File: src/rtl/fnl_pkg.sv
// Shared types for the footprint next-line prefetch predictor.
package fnl_pkg;
    typedef enum logic {
        WALK_IDLE = 1'b0,
        WALK_RUN  = 1'b1
    } walk_state_t;

    // Full-strength value of the 2-bit usefulness counter
    localparam logic [1:0] WORTH_SAT = 2'd3;
endpackage

File: src/rtl/fnl_table.sv
// Footprint tables: a 1-bit used flag and a 2-bit usefulness counter per
// direct-mapped entry. Assumes the trigger update and the aging sweep are
// never requested in the same cycle; the trigger update has priority.
module fnl_table #(
    parameter int IDX_W = 6
) (
    input  logic             clk,
    input  logic             rst_n,
    input  logic             upd_en,
    input  logic [IDX_W-1:0] upd_idx,
    input  logic [IDX_W-1:0] prev_idx,
    output logic             prev_touched,
    input  logic             sweep_en,
    input  logic [IDX_W-1:0] sweep_idx,
    input  logic [IDX_W-1:0] rd_idx,
    output logic [1:0]       rd_worth
);
    import fnl_pkg::*;

    localparam int N = 1 << IDX_W;

    logic [N-1:0] touched;
    logic [1:0]   worth [N];

    // Read ports for the filter / counter update and the walker
    always_comb begin
        prev_touched = touched[prev_idx];
        rd_worth     = worth[rd_idx];
    end

    // Table writes: trigger update first, otherwise one sweep step
    always_ff @(posedge clk) begin
        if (!rst_n) begin
            for (int i = 0; i < N; i++) begin
                touched[i] <= 1'b0;
                worth[i]   <= 2'd0;
            end
        end else if (upd_en) begin
            touched[upd_idx] <= 1'b1;
            if (touched[prev_idx]) begin
                worth[prev_idx] <= WORTH_SAT;
            end
        end else if (sweep_en) begin
            if (touched[sweep_idx]) begin
                touched[sweep_idx] <= 1'b0;
                if (worth[sweep_idx] != 2'd0) begin
                    worth[sweep_idx] <= worth[sweep_idx] - 2'd1;
                end
            end
        end
    end

    AST_TOUCH_SET: assert property (@(posedge clk) disable iff (!rst_n)
        upd_en |=> touched[$past(upd_idx)]);
    AST_WORTH_FULL: assert property (@(posedge clk) disable iff (!rst_n)
        (upd_en && prev_touched) |=> (worth[$past(prev_idx)] == WORTH_SAT));
    AST_SWEEP_YIELD: assert property (@(posedge clk) disable iff (!rst_n)
        sweep_en |-> !upd_en);
    AST_SWEEP_CLEAR: assert property (@(posedge clk) disable iff (!rst_n)
        sweep_en |=> !touched[$past(sweep_idx)]);
endmodule

File: src/rtl/fnl_age_ctrl.sv
// Aging controller: counts accepted triggers and, every AGE_PERIOD of them,
// runs a sweep over all table entries one per cycle. Assumes the walker is
// idle and no trigger is presented whenever a sweep step is taken.
module fnl_age_ctrl #(
    parameter int IDX_W      = 6,
    parameter int AGE_PERIOD = 8192
) (
    input  logic             clk,
    input  logic             rst_n,
    input  logic             miss_pulse,
    input  logic             trig_pending,
    input  logic             walk_idle,
    output logic             sweep_en,
    output logic [IDX_W-1:0] sweep_idx
);
    localparam int CNT_W = (AGE_PERIOD > 1) ? $clog2(AGE_PERIOD) : 1;
    localparam logic [CNT_W-1:0] CNT_LAST = CNT_W'(AGE_PERIOD - 1);
    localparam logic [IDX_W-1:0] IDX_LAST = {IDX_W{1'b1}};

    logic [CNT_W-1:0] miss_cnt;
    logic             sweep_active;

    // A sweep step only when the tables are free of trigger traffic
    always_comb begin
        sweep_en = sweep_active && walk_idle && !trig_pending;
    end

    // Trigger counter and sweep position
    always_ff @(posedge clk) begin
        if (!rst_n) begin
            miss_cnt     <= '0;
            sweep_active <= 1'b0;
            sweep_idx    <= '0;
        end else begin
            if (miss_pulse) begin
                if (miss_cnt == CNT_LAST) begin
                    miss_cnt     <= '0;
                    sweep_active <= 1'b1;
                    sweep_idx    <= '0;
                end else begin
                    miss_cnt <= miss_cnt + CNT_W'(1);
                end
            end else if (sweep_en) begin
                sweep_idx <= sweep_idx + IDX_W'(1);
                if (sweep_idx == IDX_LAST) begin
                    sweep_active <= 1'b0;
                end
            end
        end
    end
endmodule

File: src/rtl/fnl_walker.sv
// Trigger sequencer: accepts one trigger, drives the table update, then
// examines one successor per cycle and pushes worthy in-page candidates
// into the output queue. Assumes 2^IDX_W > MAX_AHEAD + 1, so the counter
// written on accept never aliases one read by the walk.
module fnl_walker #(
    parameter int BLK_W      = 16,
    parameter int IDX_W      = 6,
    parameter int PAGE_W     = 6,
    parameter int MAX_AHEAD  = 5,
    parameter int WORTHY_MIN = 2
) (
    input  logic             clk,
    input  logic             rst_n,
    input  logic             trig_valid,
    input  logic [BLK_W-1:0] trig_blk,
    input  logic             recent_in,
    output logic             trig_ready,
    input  logic             prev_touched,
    output logic             upd_en,
    output logic [IDX_W-1:0] upd_idx,
    output logic [IDX_W-1:0] prev_idx,
    output logic [IDX_W-1:0] rd_idx,
    input  logic [1:0]       rd_worth,
    input  logic             fifo_full,
    output logic             push,
    output logic [BLK_W-1:0] push_blk,
    output logic             walk_idle
);
    import fnl_pkg::*;

    localparam int STEP_W = $clog2(MAX_AHEAD + 1);
    localparam logic [STEP_W-1:0] STEP_LAST = STEP_W'(MAX_AHEAD);
    localparam logic [1:0] WORTHY = 2'(WORTHY_MIN);

    walk_state_t       state_q;
    logic [BLK_W-1:0]  base_q;
    logic [STEP_W-1:0] step_q;
    logic              filt_q;

    logic [BLK_W-1:0]  cand;
    logic [BLK_W-1:0]  pred_blk;
    logic [BLK_W-1:0]  below_blk;
    logic              in_walk;
    logic              same_page;
    logic              worthy;
    logic              chain_ok;
    logic              want_push;
    logic              advance;
    logic              last_step;

    // Trigger side: ready when idle, table indices for the update
    always_comb begin
        in_walk    = (state_q == WALK_RUN);
        walk_idle  = !in_walk;
        trig_ready = !in_walk;
        upd_en     = trig_valid && trig_ready;
        below_blk  = trig_blk - BLK_W'(1);
        upd_idx    = trig_blk[IDX_W-1:0];
        prev_idx   = below_blk[IDX_W-1:0];
    end

    // Walk step: candidate, page check, worthiness of its predecessor
    always_comb begin
        cand      = base_q + BLK_W'(step_q);
        pred_blk  = cand - BLK_W'(1);
        rd_idx    = pred_blk[IDX_W-1:0];
        same_page = (cand[BLK_W-1:PAGE_W] == base_q[BLK_W-1:PAGE_W]);
        worthy    = (rd_worth >= WORTHY);
        chain_ok  = worthy && same_page;
        last_step = (step_q == STEP_LAST);
        want_push = in_walk && chain_ok && (!filt_q || last_step);
        push      = want_push && !fifo_full;
        push_blk  = cand;
        advance   = in_walk && (!want_push || !fifo_full);
    end

    // Sequencer state: capture trigger, step forward, stop on break or limit
    always_ff @(posedge clk) begin
        if (!rst_n) begin
            state_q <= WALK_IDLE;
            base_q  <= '0;
            step_q  <= '0;
            filt_q  <= 1'b0;
        end else if (upd_en) begin
            state_q <= WALK_RUN;
            base_q  <= trig_blk;
            step_q  <= STEP_W'(1);
            filt_q  <= recent_in || prev_touched;
        end else if (advance) begin
            if (!chain_ok || last_step) begin
                state_q <= WALK_IDLE;
            end else begin
                step_q <= step_q + STEP_W'(1);
            end
        end
    end

    AST_ACCEPT_BUSY: assert property (@(posedge clk) disable iff (!rst_n)
        (trig_valid && trig_ready) |=> !trig_ready);
    AST_ASCENDING: assert property (@(posedge clk) disable iff (!rst_n)
        (push && $past(push)) |-> (push_blk == $past(push_blk) + BLK_W'(1)));
endmodule

File: src/rtl/fnl_out_fifo.sv
// Candidate queue: DEPTH entries, one push and one pop per cycle, first-word
// visible on the output. Assumes the producer never pushes when full.
module fnl_out_fifo #(
    parameter int W     = 16,
    parameter int DEPTH = 8
) (
    input  logic         clk,
    input  logic         rst_n,
    input  logic         push,
    input  logic [W-1:0] push_data,
    output logic         full,
    output logic         out_valid,
    input  logic         out_ready,
    output logic [W-1:0] out_data
);
    localparam int PTR_W = (DEPTH > 1) ? $clog2(DEPTH) : 1;
    localparam int CNT_W = $clog2(DEPTH + 1);
    localparam logic [PTR_W-1:0] PTR_LAST = PTR_W'(DEPTH - 1);

    logic [W-1:0]     mem [DEPTH];
    logic [PTR_W-1:0] wr_ptr;
    logic [PTR_W-1:0] rd_ptr;
    logic [CNT_W-1:0] count;
    logic             pop;

    // Status and head-of-queue output
    always_comb begin
        full      = (count == CNT_W'(DEPTH));
        out_valid = (count != '0);
        out_data  = mem[rd_ptr];
        pop       = out_valid && out_ready;
    end

    // Storage write
    always_ff @(posedge clk) begin
        if (push) begin
            mem[wr_ptr] <= push_data;
        end
    end

    // Pointers and occupancy
    always_ff @(posedge clk) begin
        if (!rst_n) begin
            wr_ptr <= '0;
            rd_ptr <= '0;
            count  <= '0;
        end else begin
            if (push) begin
                wr_ptr <= (wr_ptr == PTR_LAST) ? '0 : wr_ptr + PTR_W'(1);
            end
            if (pop) begin
                rd_ptr <= (rd_ptr == PTR_LAST) ? '0 : rd_ptr + PTR_W'(1);
            end
            if (push && !pop) begin
                count <= count + CNT_W'(1);
            end else if (pop && !push) begin
                count <= count - CNT_W'(1);
            end
        end
    end

    AST_NO_OVERFLOW: assert property (@(posedge clk) disable iff (!rst_n)
        push |-> (count < CNT_W'(DEPTH)));
    AST_OUT_HOLD: assert property (@(posedge clk) disable iff (!rst_n)
        (out_valid && !out_ready) |=> (out_valid && $stable(out_data)));
endmodule

File: src/rtl/fnl_prefetch_predictor.sv
// Top of the footprint next-line prefetch predictor. Takes shadow-cache miss
// triggers, updates the footprint tables, walks up to MAX_AHEAD successors
// and queues worthy in-page candidates. Assumes PAGE_W < BLK_W,
// IDX_W <= BLK_W and 2^IDX_W > MAX_AHEAD + 1.
module fnl_prefetch_predictor #(
    parameter int BLK_W      = 16,
    parameter int IDX_W      = 6,
    parameter int PAGE_W     = 6,
    parameter int MAX_AHEAD  = 5,
    parameter int AGE_PERIOD = 8192,
    parameter int FIFO_DEPTH = 8,
    parameter int WORTHY_MIN = 2
) (
    input  logic             clk,
    input  logic             rst_n,
    input  logic             miss_valid,
    input  logic [BLK_W-1:0] miss_blk,
    input  logic             prev_recent_pf,
    output logic             miss_ready,
    output logic             pf_valid,
    input  logic             pf_ready,
    output logic [BLK_W-1:0] pf_blk
);
    logic             upd_en;
    logic [IDX_W-1:0] upd_idx;
    logic [IDX_W-1:0] prev_idx;
    logic             prev_touched;
    logic [IDX_W-1:0] rd_idx;
    logic [1:0]       rd_worth;
    logic             sweep_en;
    logic [IDX_W-1:0] sweep_idx;
    logic             fifo_full;
    logic             push;
    logic [BLK_W-1:0] push_blk;
    logic             walk_idle;

    fnl_walker #(
        .BLK_W(BLK_W), .IDX_W(IDX_W), .PAGE_W(PAGE_W),
        .MAX_AHEAD(MAX_AHEAD), .WORTHY_MIN(WORTHY_MIN)
    ) walker_i (
        .clk(clk), .rst_n(rst_n),
        .trig_valid(miss_valid), .trig_blk(miss_blk), .recent_in(prev_recent_pf),
        .trig_ready(miss_ready), .prev_touched(prev_touched),
        .upd_en(upd_en), .upd_idx(upd_idx), .prev_idx(prev_idx),
        .rd_idx(rd_idx), .rd_worth(rd_worth), .fifo_full(fifo_full),
        .push(push), .push_blk(push_blk), .walk_idle(walk_idle)
    );

    fnl_table #(.IDX_W(IDX_W)) table_i (
        .clk(clk), .rst_n(rst_n),
        .upd_en(upd_en), .upd_idx(upd_idx), .prev_idx(prev_idx),
        .prev_touched(prev_touched), .sweep_en(sweep_en), .sweep_idx(sweep_idx),
        .rd_idx(rd_idx), .rd_worth(rd_worth)
    );

    fnl_age_ctrl #(.IDX_W(IDX_W), .AGE_PERIOD(AGE_PERIOD)) age_i (
        .clk(clk), .rst_n(rst_n),
        .miss_pulse(upd_en), .trig_pending(miss_valid), .walk_idle(walk_idle),
        .sweep_en(sweep_en), .sweep_idx(sweep_idx)
    );

    fnl_out_fifo #(.W(BLK_W), .DEPTH(FIFO_DEPTH)) fifo_i (
        .clk(clk), .rst_n(rst_n),
        .push(push), .push_data(push_blk), .full(fifo_full),
        .out_valid(pf_valid), .out_ready(pf_ready), .out_data(pf_blk)
    );
endmodule

File: config.mk
export PLATFORM = sky130hd
export DESIGN_NAME = fnl_prefetch_predictor
export DESIGN_NICKNAME = d
export VERILOG_FILES = /design/src/rtl/fnl_pkg.sv /design/src/rtl/fnl_table.sv /design/src/rtl/fnl_age_ctrl.sv /design/src/rtl/fnl_walker.sv /design/src/rtl/fnl_out_fifo.sv /design/src/rtl/fnl_prefetch_predictor.sv
export SDC_FILE = /design/constraint.sdc
export NUM_CORES = 1
export LEC_CHECK = 0
export BUFFER_PORTS_ARGS = -buffer_cell sky130_fd_sc_hd__buf_2
export CORE_ASPECT_RATIO = 1.75
export CORE_UTILIZATION = 30
export DETAILED_ROUTE_END_ITERATION = 8
export PLACE_DENSITY = 0.5
export SLEW_MARGIN = 10
export SYNTH_ARGS = -nofsm -noshare
export SYNTH_HDL_FRONTEND = slang
export SYNTH_SLANG_ARGS = --single-unit
File: constraint.sdc
create_clock -name clk -period 5.5 [get_ports clk]
set_input_delay 0.55 -clock clk [delete_from_list [all_inputs] [get_ports clk]]
set_output_delay 0.55 -clock clk [all_outputs]
set_load 0.05 [all_outputs]
==> results.json, run 1 <==
{
  "status": "complete, no violations",
  "ant_nets": 0,
  "dpl_worst_slack_ns": 0.2635,
  "max_slew_margin": 0.1722,
  "clock_path_buffers": 3,
  "ys_seq_area_frac": 0.5295,
  "synth-seq-cells": 380,
  "crit_family": "multiplexers",
  "routed_wl_microns": 57390,
  "maxCapViolations": 0,
  "rows": 122,
  "worst_path_most_repeated_cell": "mux4_2",
  "insertedDiodeCount": 0,
  "path_max_fanout": 27,
  "avgRoutedWirePerCell_microns": 23.61,
  "rr_worst_depth": 12,
  "r2r-end": "table_i.worth[13][0]",
  "cpMaxStageDelayCell": "dfxtp_2",
  "vdd_drop_max_mv": 0.2351,
  "synthFlopType": "edfxtp_1",
  "tightest_slew_ns": 1.232,
  "vias_per_cell": 5.318,
  "postSynthCellCount": 1573,
  "h-tree-depth": 2,
  "hp-class": "primary input to flop",
  "period_minus_slack_ns": 4.991,
  "synth-edff-count": 256,
  "num_vias": 12930,
  "dp_hpwl_microns": 41720,
  "worstPathRequired_ns": 5.71,
  "rsz0062_at_grt": "false",
  "finalHoldViolCount": 0,
  "grt_max_degree": 82,
  "crit_path_start_kind": "flop",
  "clkTransAtPathRegs_ns": 0.06,
  "maxSlewViolCount": 0,
  "yosys_warnings": 0,
  "setup_viol": 0,
  "die_h_microns": 336.7,
  "p_leak_uw": 0.006985,
  "firstDrtPassIters": 7,
  "syn-num-nets": 1613,
  "core_sq_um": 63200,
  "grt_pass1_wl_microns": 86830,
  "area_delta_synth_final_pct": 11.99,
  "antenna_found_initial": 0,
  "cts_sinks": 380,
  "worst_slack_ns": 0.5090,
  "numCtsBuffers": 38,
  "drt_iter0_drc": 859,
  "cp.arrival_ns": 5.20,
  "die_area_sq_um": 65080,
  "route.detailed.drc": 0,
  "crit_path_cell_trace": "mux4_2, mux4_2, mux4_2, inv_1, ha_1, nand2b_1, and4bb_1, nand3_2, buf_4, mux2i_1, nand2_2, o21ai_0",
  "min_to": "walker_i.base_q[9]",
  "io-pin-count": 39,
  "fillers": 6317,
  "nets": 1635,
  "finalClockSkew_ns": 0.02526,
  "grt_pass1_vias": 13660,
  "dpl_cell_area_sq_um": 20310,
  "grt_usage": 0.1785,
  "postSynthAreaPerCell_sq_um": 12.21,
  "fp.dieW_microns": 193.3,
  "cts_root_buf": "clkbuf_16",
  "synth_area_sq_um": 19210,
  "postCtsHoldBufs": 0,
  "multi_input_area_sq_um": 8466,
  "yosys-top-cells-area": "edfxtp_1 (40%), dfxtp_1 (13%), mux4_2 (13%)",
  "period_share": 0.9074,
  "ys_types": 78,
  "overflow": 0,
  "gp_congestion": 0.9260,
  "fin_tns_setup_ns": 0,
  "min_path_cells": 3,
  "synth_largest_area_cell": "edfxtp_1",
  "timing.reg2reg.setup_slack_ns": 0.51,
  "criticalPathCategory": "flop to flop",
  "powerDensity_nw_per_um2": 328.8,
  "final_area_sq_um": 21510,
  "initial_core_util": 0.3039,
  "cts_tree": "yes",
  "critPathCaptureType": "flop",
  "async_flop_share": 0,
  "clk_latency_ns": 0.58,
  "crit_path_max_incr_delay_ns": 0.78,
  "fmax_mhz": 200.4,
  "holdCritStartpoint": "miss_blk[9]",
  "seqCellArea_sq_um": 10170,
  "cp_num_buf_inv": 2,
  "synth.top_cell.area_share": 0.4003,
  "drive_gt1_frac": 0.2135,
  "portBuffers": 38
}
-- worst max-delay path by stage --
stage,to,slack [ns],depth (start not counted)
2_1_floorplan,fifo_i.mem[1][0],0.28,15
3_3_place_gp,fifo_i.count[3],0.39,19
3_5_place_dp,fifo_i.count[3],0.26,19
4_1_cts,fifo_i.count[3],0.20,19
5_1_grt,fifo_i.count[3],0.08,19
6_report,table_i.worth[13][0],0.51,12
-- final cells by class --
type	count	share of cell area
Multi-Input combinational cell	1067	0.3936
Tap cell	806	0.04689
Sequential cell	380	0.4730
Timing Repair Buffer	88	0.02757
Clock buffer	50	0.04677
Clock inverter	20	0.008668
Inverter	20	0.003490
-- layout by cell type, fill, tap and decap left out, drive strengths merged, types with 19 or more instances in the layout --
master	synthesis	routed
inv	20	21
nand2	117	117
edfxtp	256	256
xnor2	22	22
mux2i	28	28
o21a	45	45
a21oi	48	48
clkbuf	57	50
xor2	19	19
o21ai	99	99
nor3	23	23
a21boi	75	75
buf	49	88
dfxtp	124	124
mux4	110	110
mux2	26	26
nand3	33	33
nor2	231	231
-- state kept, by name (all words and copies together), names as in the netlist, 3 cells and up, named ones only --
name / flops
fifo_i.rd_ptr: 3
table_i.touched: 64
fifo_i.count: 4
fifo_i.wr_ptr: 3
walker_i.step_q: 3
age_i.sweep_idx: 6
fifo_i.mem: 128
walker_i.base_q: 16
table_i.worth: 128
age_i.miss_cnt: 13
-- through the flow --
| stage | hold slack, ns | std cells | utilization | power (uW) |
|---|---|---|---|---|
| CTS | 0.2079 | 2431 | 0.3402 | 7156 |
| global placement | 0.4540 | 2361 | 0.3214 | 4602 |
| global route | 0.2318 | 2431 | 0.3403 | 7344 |
| finish | 0.2271 | 2431 | 0.3403 | 7071 |
| floorplan | 0.4412 | 1573 | - | 4257 |
| detailed placement | 0.4678 | 2361 | 0.3214 | 4620 |
-- cell families after synthesis --
group / after synthesis / synth area share
xor+xnor: 42 / 0.02085
flops: 380 / 0.5295
simple gates: 514 / 0.1262
buf+inv: 126 / 0.03199
mux: 164 / 0.1588
fa+ha+maj: 19 / 0.01316
compound gates: 328 / 0.1195
-- repair_timing --
action / 4_1_cts / 5_1_grt
gates resized for setup: 0 / 3
buffers inserted: 0 / 0
setup endpoints to repair: 0 / 1
-- per-layer routing --
layer	wire length [microns]	track usage	part of all wire	up-vias
met5	0	0	0	-
met4	3904	0.1176	0.068	0
met3	1807	0.02171	0.031	163
met2	31910	0.3479	0.56	312
met1	19770	0.1764	0.34	6517
li1	-	-	-	5937
-- where the power goes --
part	total (uW)	internal (uW)	switching, uW
clock	2530	1360	1170
combinational	1300	505	798
sequential	3240	3150	86.3
-- cell usage after synthesis (5+ instances only) --
master / number
a21boi_0: 75
a21o_1: 5
a21oi_1: 32
a21oi_2: 16
a22oi_1: 10
a31oi_1: 7
and2_1: 12
and3_1: 17
buf_1: 11
buf_2: 17
buf_4: 10
buf_6: 11
clkbuf_1: 57
dfxtp_1: 124
edfxtp_1: 256
ha_1: 17
inv_1: 18
mux2_2: 26
mux2i_1: 28
mux4_2: 110
nand2_1: 112
nand2_2: 5
nand2b_1: 10
nand3_1: 32
nand4_1: 13
nor2_1: 215
nor2_2: 13
nor2b_1: 16
nor3_1: 22
nor3b_1: 8
o21a_1: 45
o21ai_0: 87
o21ai_1: 11
or3_1: 9
xnor2_1: 21
xor2_1: 19
-- worst reg2reg max path, delay by kind of cell (launching register included) --
family / cells / cell delay [ns]
AO/OA/AOI/OAI: 1 / 0.48
adder cells (fa/ha/maj): 1 / 0.14
buffers and inverters: 2 / 0.40
flip-flops: 1 / 0.78
multiplexers: 4 / 1.98
AND/OR/NAND/NOR: 4 / 0.84
Note: power is estimated with default switching activity, not from simulation.
==> inputs of run 2 (changes only) <==
--- a/config.mk
+++ b/config.mk
@@ -5,11 +5,11 @@
 export SDC_FILE = /design/constraint.sdc
 export NUM_CORES = 1
 export LEC_CHECK = 0
-export BUFFER_PORTS_ARGS = -buffer_cell sky130_fd_sc_hd__buf_2
 export CORE_ASPECT_RATIO = 1.75
 export CORE_UTILIZATION = 30
 export DETAILED_ROUTE_END_ITERATION = 8
-export PLACE_DENSITY = 0.5
+export DONT_BUFFER_PORTS = 1
+export PLACE_DENSITY = 0.49
 export SLEW_MARGIN = 10
 export SYNTH_ARGS = -nofsm -noshare
 export SYNTH_HDL_FRONTEND = slang
==> results.json, run 2 (synthesis gave the netlist of run 1 again) <==
{
  "numCtsBuffers": 38,
  "core_sq_um": 63200,
  "routed_wl_microns": 55940,
  "cts_resized": 0,
  "die_h_microns": 336.7,
  "route.detailed.drc": 0,
  "initial_core_util": 0.3039,
  "cts_sinks": 380,
  "gp_congestion": 0.8829,
  "die_area_sq_um": 65080,
  "dp_hpwl_microns": 39550,
  "p_leak_uw": 0.006888,
  "period_share": 0.8820,
  "hp-class": "primary input to flop",
  "period_minus_slack_ns": 4.851,
  "largest_registers": "fifo_i.mem x128, table_i.worth x128, table_i.touched x64",
  "drt_iter0_drc": 733,
  "rsz0062_at_grt": "false",
  "cts_tree": "yes",
  "cp.arrival_ns": 5.36,
  "fin_tns_setup_ns": 0,
  "postCtsSetupRepairBufs": 0,
  "finalClockSkew_ns": 0.02281,
  "powerDensity_nw_per_um2": 328.3,
  "grt_max_degree": 172,
  "min_to": "walker_i.base_q[14]",
  "r2r-end": "fifo_i.count[3]",
  "ant_nets": 0,
  "grt_usage": 0.1722,
  "final_cell_mix": "edfxtp_1 (256), nor2_1 (215), dfxtp_1 (121)",
  "avgRoutedWirePerCell_microns": 23.31,
  "firstDrtPassIters": 7,
  "maxSlewViolCount": 0,
  "grt_pass1_vias": 13240,
  "tightest_slew_ns": 1.042,
  "insertedDiodeCount": 0,
  "antenna_found_initial": 0,
  "num_vias": 12740,
  "clkTransAtPathRegs_ns": 0.06,
  "holdCritStartpoint": "miss_blk[14]",
  "rows": 122,
  "postCtsHoldBufs": 0,
  "maxCapViolations": 0,
  "max_slew_margin": 0.3046,
  "io-pin-count": 39,
  "fmax_mhz": 206.1,
  "drive_gt1_frac": 0.1982,
  "setup_viol": 0,
  "critPathCaptureType": "flop",
  "hold_slack_ns": 0.1101,
  "h-tree-depth": 2,
  "status": "complete, no violations",
  "clock_path_buffers": 3,
  "cts_root_buf": "clkbuf_16",
  "vdd_drop_max_mv": 0.2125,
  "portBuffers": 0,
  "clk_latency_ns": 0.58,
  "grt_pass1_wl_microns": 83720,
  "fp.dieW_microns": 193.3,
  "worstReg2RegStart": "walker_i.step_q[0]",
  "area_delta_synth_final_pct": 11.41,
  "finalHoldViolCount": 0,
  "worstPathRequired_ns": 6.01,
  "vias_per_cell": 5.310,
  "timing.reg2reg.setup_slack_ns": 0.65,
  "criticalPathCategory": "flop to flop",
  "min_path_cells": 2,
  "crit_path_start_kind": "flop",
  "nets": 1604,
  "final_common_cell": "edfxtp_1",
  "rr_worst_depth": 20,
  "path_max_fanout": 10,
  "overflow": 0
}
==> run 2: critical path: stages, from the launching register on <==
cell and delay, ns:
dfxtp_1 0.35, ha_1 0.24, fa_1 0.41, xnor2_1 0.35
inv_1 0.26, nor3_1 0.28, xnor3_1 0.46, mux2i_1 0.20
o211ai_1 0.23, nand4_1 0.16, buf_4 0.19, nand2b_1 0.10
inv_2 0.08, ha_1 0.22, inv_1 0.11, ha_1 0.24
a21o_1 0.18, a21oi_1 0.17, xnor2_1 0.10, or3_1 0.30
a21boi_0 0.15
==> run 2: layout make-up <==
type / count / area [sq um]
clock buffers: 55 / 1046
clock inverters: 15 / 157.7
fillers: 6350 / 41800
inverters: 20 / 75.07
multi-input cells: 1067 / 8459
flip-flops and latches: 380 / 10170
well taps: 806 / 1008
repair buffers: 57 / 478.0
==> run 2: routing by layer <==
metal	share of wire	vias up	GRT usage
met5	0	-	0
met4	0.051	0	0.09055
met3	0.035	127	0.01801
met2	0.56	340	0.3411
met1	0.36	6403	0.1762
li1	-	5874	-
==> run 2: worst max-delay path by stage <==
stage                             from                to  slack (ns)  cells past startpoint
floorplan           walker_i.step_q[0]  fifo_i.mem[1][0]        0.28                     15
global route        walker_i.step_q[0]   fifo_i.count[3]        0.21                     20
finish              walker_i.step_q[0]   fifo_i.count[3]        0.65                     20
CTS                 walker_i.step_q[0]   fifo_i.count[3]        0.62                     20
detailed placement  walker_i.step_q[0]   fifo_i.count[3]        0.63                     20
global placement    walker_i.step_q[0]   fifo_i.count[3]        0.61                     20
==> run 2: report_power, final <==
| group | internal (uW) | total (uW) | switching [uW] |
|---|---|---|---|
| logic | 472 | 1250 | 779 |
| registers | 3150 | 3220 | 63.8 |
| clock network | 1390 | 2560 | 1160 |
==> run 2: stage by stage <==
stage / setup slack, ns / total power [uW] / utilization / std cells / instance area [sq um]
finish: 0.6490 / 7024 / 0.3386 / 2400 / 21400
floorplan: 0.2839 / 4257 / - / 1573 / 19210
global route: 0.2106 / 7276 / 0.3386 / 2400 / 21400
CTS: 0.6165 / 7112 / 0.3386 / 2400 / 21400
detailed placement: 0.6348 / 4552 / 0.3196 / 2330 / 20190
global placement: 0.6096 / 4542 / 0.3196 / 2330 / 20190
==> inputs of run 3 (changes only) <==
--- a/config.mk
+++ b/config.mk
@@ -5,11 +5,14 @@
 export SDC_FILE = /design/constraint.sdc
 export NUM_CORES = 1
 export LEC_CHECK = 0
+export CELL_PAD_IN_SITES_DETAIL_PLACEMENT = 1
+export CELL_PAD_IN_SITES_GLOBAL_PLACEMENT = 1
 export CORE_ASPECT_RATIO = 1.75
 export CORE_UTILIZATION = 30
 export DETAILED_ROUTE_END_ITERATION = 8
 export DONT_BUFFER_PORTS = 1
-export PLACE_DENSITY = 0.49
+export MAX_ROUTING_LAYER = met4
+export PLACE_DENSITY = 0.54
 export SLEW_MARGIN = 10
 export SYNTH_ARGS = -nofsm -noshare
 export SYNTH_HDL_FRONTEND = slang
==> constraint.sdc (replaced) <==
create_clock -name clk -period 5.8 [get_ports clk]
set_input_delay 0.58 -clock clk [delete_from_list [all_inputs] [get_ports clk]]
set_output_delay 0.58 -clock clk [all_outputs]
set_load 0.05 [all_outputs]
==> results.json, run 3 (synthesis gave the netlist of run 1 again) <==
{
  "grt_pass1_vias": 14320,
  "firstDrtPassIters": 9,
  "cts_sinks": 380,
  "drt_iter0_drc": 659,
  "fillers": 6864,
  "insertedDiodeCount": 0,
  "crit_path_start_kind": "flop",
  "placedCellCount": 2330,
  "antenna_found_initial": 0,
  "critPathCaptureType": "flop",
  "postCtsSetupRepairBufs": 0,
  "rows": 122,
  "period_share": 0.9172,
  "routed_wl_microns": 62640,
  "grt_usage": 0.2014,
  "postCtsHoldBufs": 0,
  "fin_tns_setup_ns": 0,
  "dpl_worst_slack_ns": 0.4698,
  "criticalPathCategory": "flop to flop",
  "finalClockSkew_ns": 0.01692,
  "worstPathRequired_ns": 6.30,
  "cts_root_buf": "clkbuf_16",
  "path_max_fanout": 16,
  "cp.arrival_ns": 5.81,
  "period_minus_slack_ns": 5.320,
  "grt_pass1_wl_microns": 94050,
  "hold_slack_ns": 0.1528,
  "portBuffers": 0,
  "powerDensity_nw_per_um2": 318.8,
  "maxSlewViolCount": 0,
  "max_slew_margin": 0.3298,
  "maxCapViolations": 0,
  "finalHoldViolCount": 0,
  "worst_slack_ns": 0.4803,
  "p_leak_uw": 0.006922,
  "vias_per_cell": 5.402,
  "dp_hpwl_microns": 46510,
  "grt_max_degree": 172,
  "gp_congestion": 0.9083,
  "nets": 1604,
  "cts_resized": 0,
  "largest_registers": "fifo_i.mem x128, table_i.worth x128, table_i.touched x64",
  "final_cell_mix": "edfxtp_1 (256), nor2_1 (215), dfxtp_1 (121)",
  "rsz0062_at_grt": "false",
  "final_common_cell": "edfxtp_1",
  "area_delta_synth_final_pct": 11.66,
  "violations": "DRC",
  "num_vias": 12970,
  "setup_viol": 0,
  "tightest_slew_ns": 1.004,
  "drive_gt1_frac": 0.2033,
  "instances_no_fill": 2400,
  "avgRoutedWirePerCell_microns": 26.10,
  "initial_core_util": 0.3039,
  "io-pin-count": 39,
  "vdd_drop_max_mv": 0.1797,
  "clkTransAtPathRegs_ns": 0.06,
  "clk_latency_ns": 0.58,
  "hp-class": "primary input to flop",
  "fp.dieW_microns": 193.3,
  "die_h_microns": 336.7,
  "ant_nets": 0,
  "numCtsBuffers": 38,
  "status": "finished with violations",
  "cts_tree": "yes",
  "h-tree-depth": 2,
  "clock_path_buffers": 3,
  "die_area_sq_um": 65080,
  "core_sq_um": 63200,
  "overflow": 0,
  "route.detailed.drc": 1,
  "fmax_mhz": 188.0
}
## run 3: changes by cell type in the layout (fill, tap and decap cells not counted)
cell and change:
buf_12 -3, clkbuf_2 -1, clkinv_16 -2, clkinv_2 +3, clkinv_1 -1, clkbuf_8 -1
inv_16 +1, clkinvlp_4 +3, clkinv_8 +1, bufinv_16 +4, clkbuf_1 -7, buf_4 +3
## run 3: stage by stage
step	util	total power, uW	instance area [sq um]
CTS	0.3394	6944	21450
detailed placement	0.3190	4315	20160
global route	0.3394	7102	21450
floorplan	-	4037	19210
global placement	0.3190	4294	20160
finish	0.3394	6836	21450
## run 3: worst max-delay path, cell delays in order, from the launching register on
cell	delay, ns
dfxtp_1	0.35
ha_1	0.24
fa_1	0.72
inv_1	0.08
ha_1	0.72
mux4_2	0.42
nand2_1	0.09
mux2i_1	0.08
o211ai_1	0.24
nand4_1	0.13
buf_4	0.18
nand2b_1	0.30
inv_2	0.15
ha_1	0.24
inv_1	0.13
ha_1	0.24
a21o_1	0.18
a21oi_1	0.18
xnor2_1	0.09
or3_1	0.29
a21boi_0	0.18
## run 3: final timing paths
check,start,endpoint,slack [ns],cells after the start
max reg2reg,walker_i.step_q[0],fifo_i.count[3],0.48,20
min reg2reg,walker_i.base_q[0],walker_i.base_q[0],0.48,2
max,walker_i.step_q[0],fifo_i.count[3],0.48,20
min,miss_blk[13],walker_i.base_q[13],0.15,2
## run 3: per-layer routing
| metal | vias to the layer above | part of all wire | track usage |
|---|---|---|---|
| li1 | 5859 | - | - |
| met4 | 0 | 0.064 | 0.1224 |
| met5 | - | 0 | - |
| met3 | 163 | 0.024 | 0.02131 |
| met2 | 256 | 0.58 | 0.3983 |
| met1 | 6687 | 0.34 | 0.1828 |
## run 3: layout make-up
class / count / area, sq um / share of cell area
sequential: 380 / 10170 / 0.4744
clock buffer: 46 / 1001 / 0.04667
timing repair buffer: 57 / 440.4 / 0.02054
clock inverter: 24 / 287.8 / 0.01342
multi-input combinational: 1067 / 8459 / 0.3945
inverter: 20 / 75.07 / 0.003501
tap: 806 / 1008 / 0.04702
## run 3: power breakdown
| part | total, uW | internal, uW | switching, uW | leakage, uW |
|---|---|---|---|---|
| sequential | 3060 | 2990 | 68.7 | 0.00350 |
| combinational | 1170 | 441 | 731 | 0.00280 |
| clock | 2610 | 1470 | 1130 | 0.000626 |
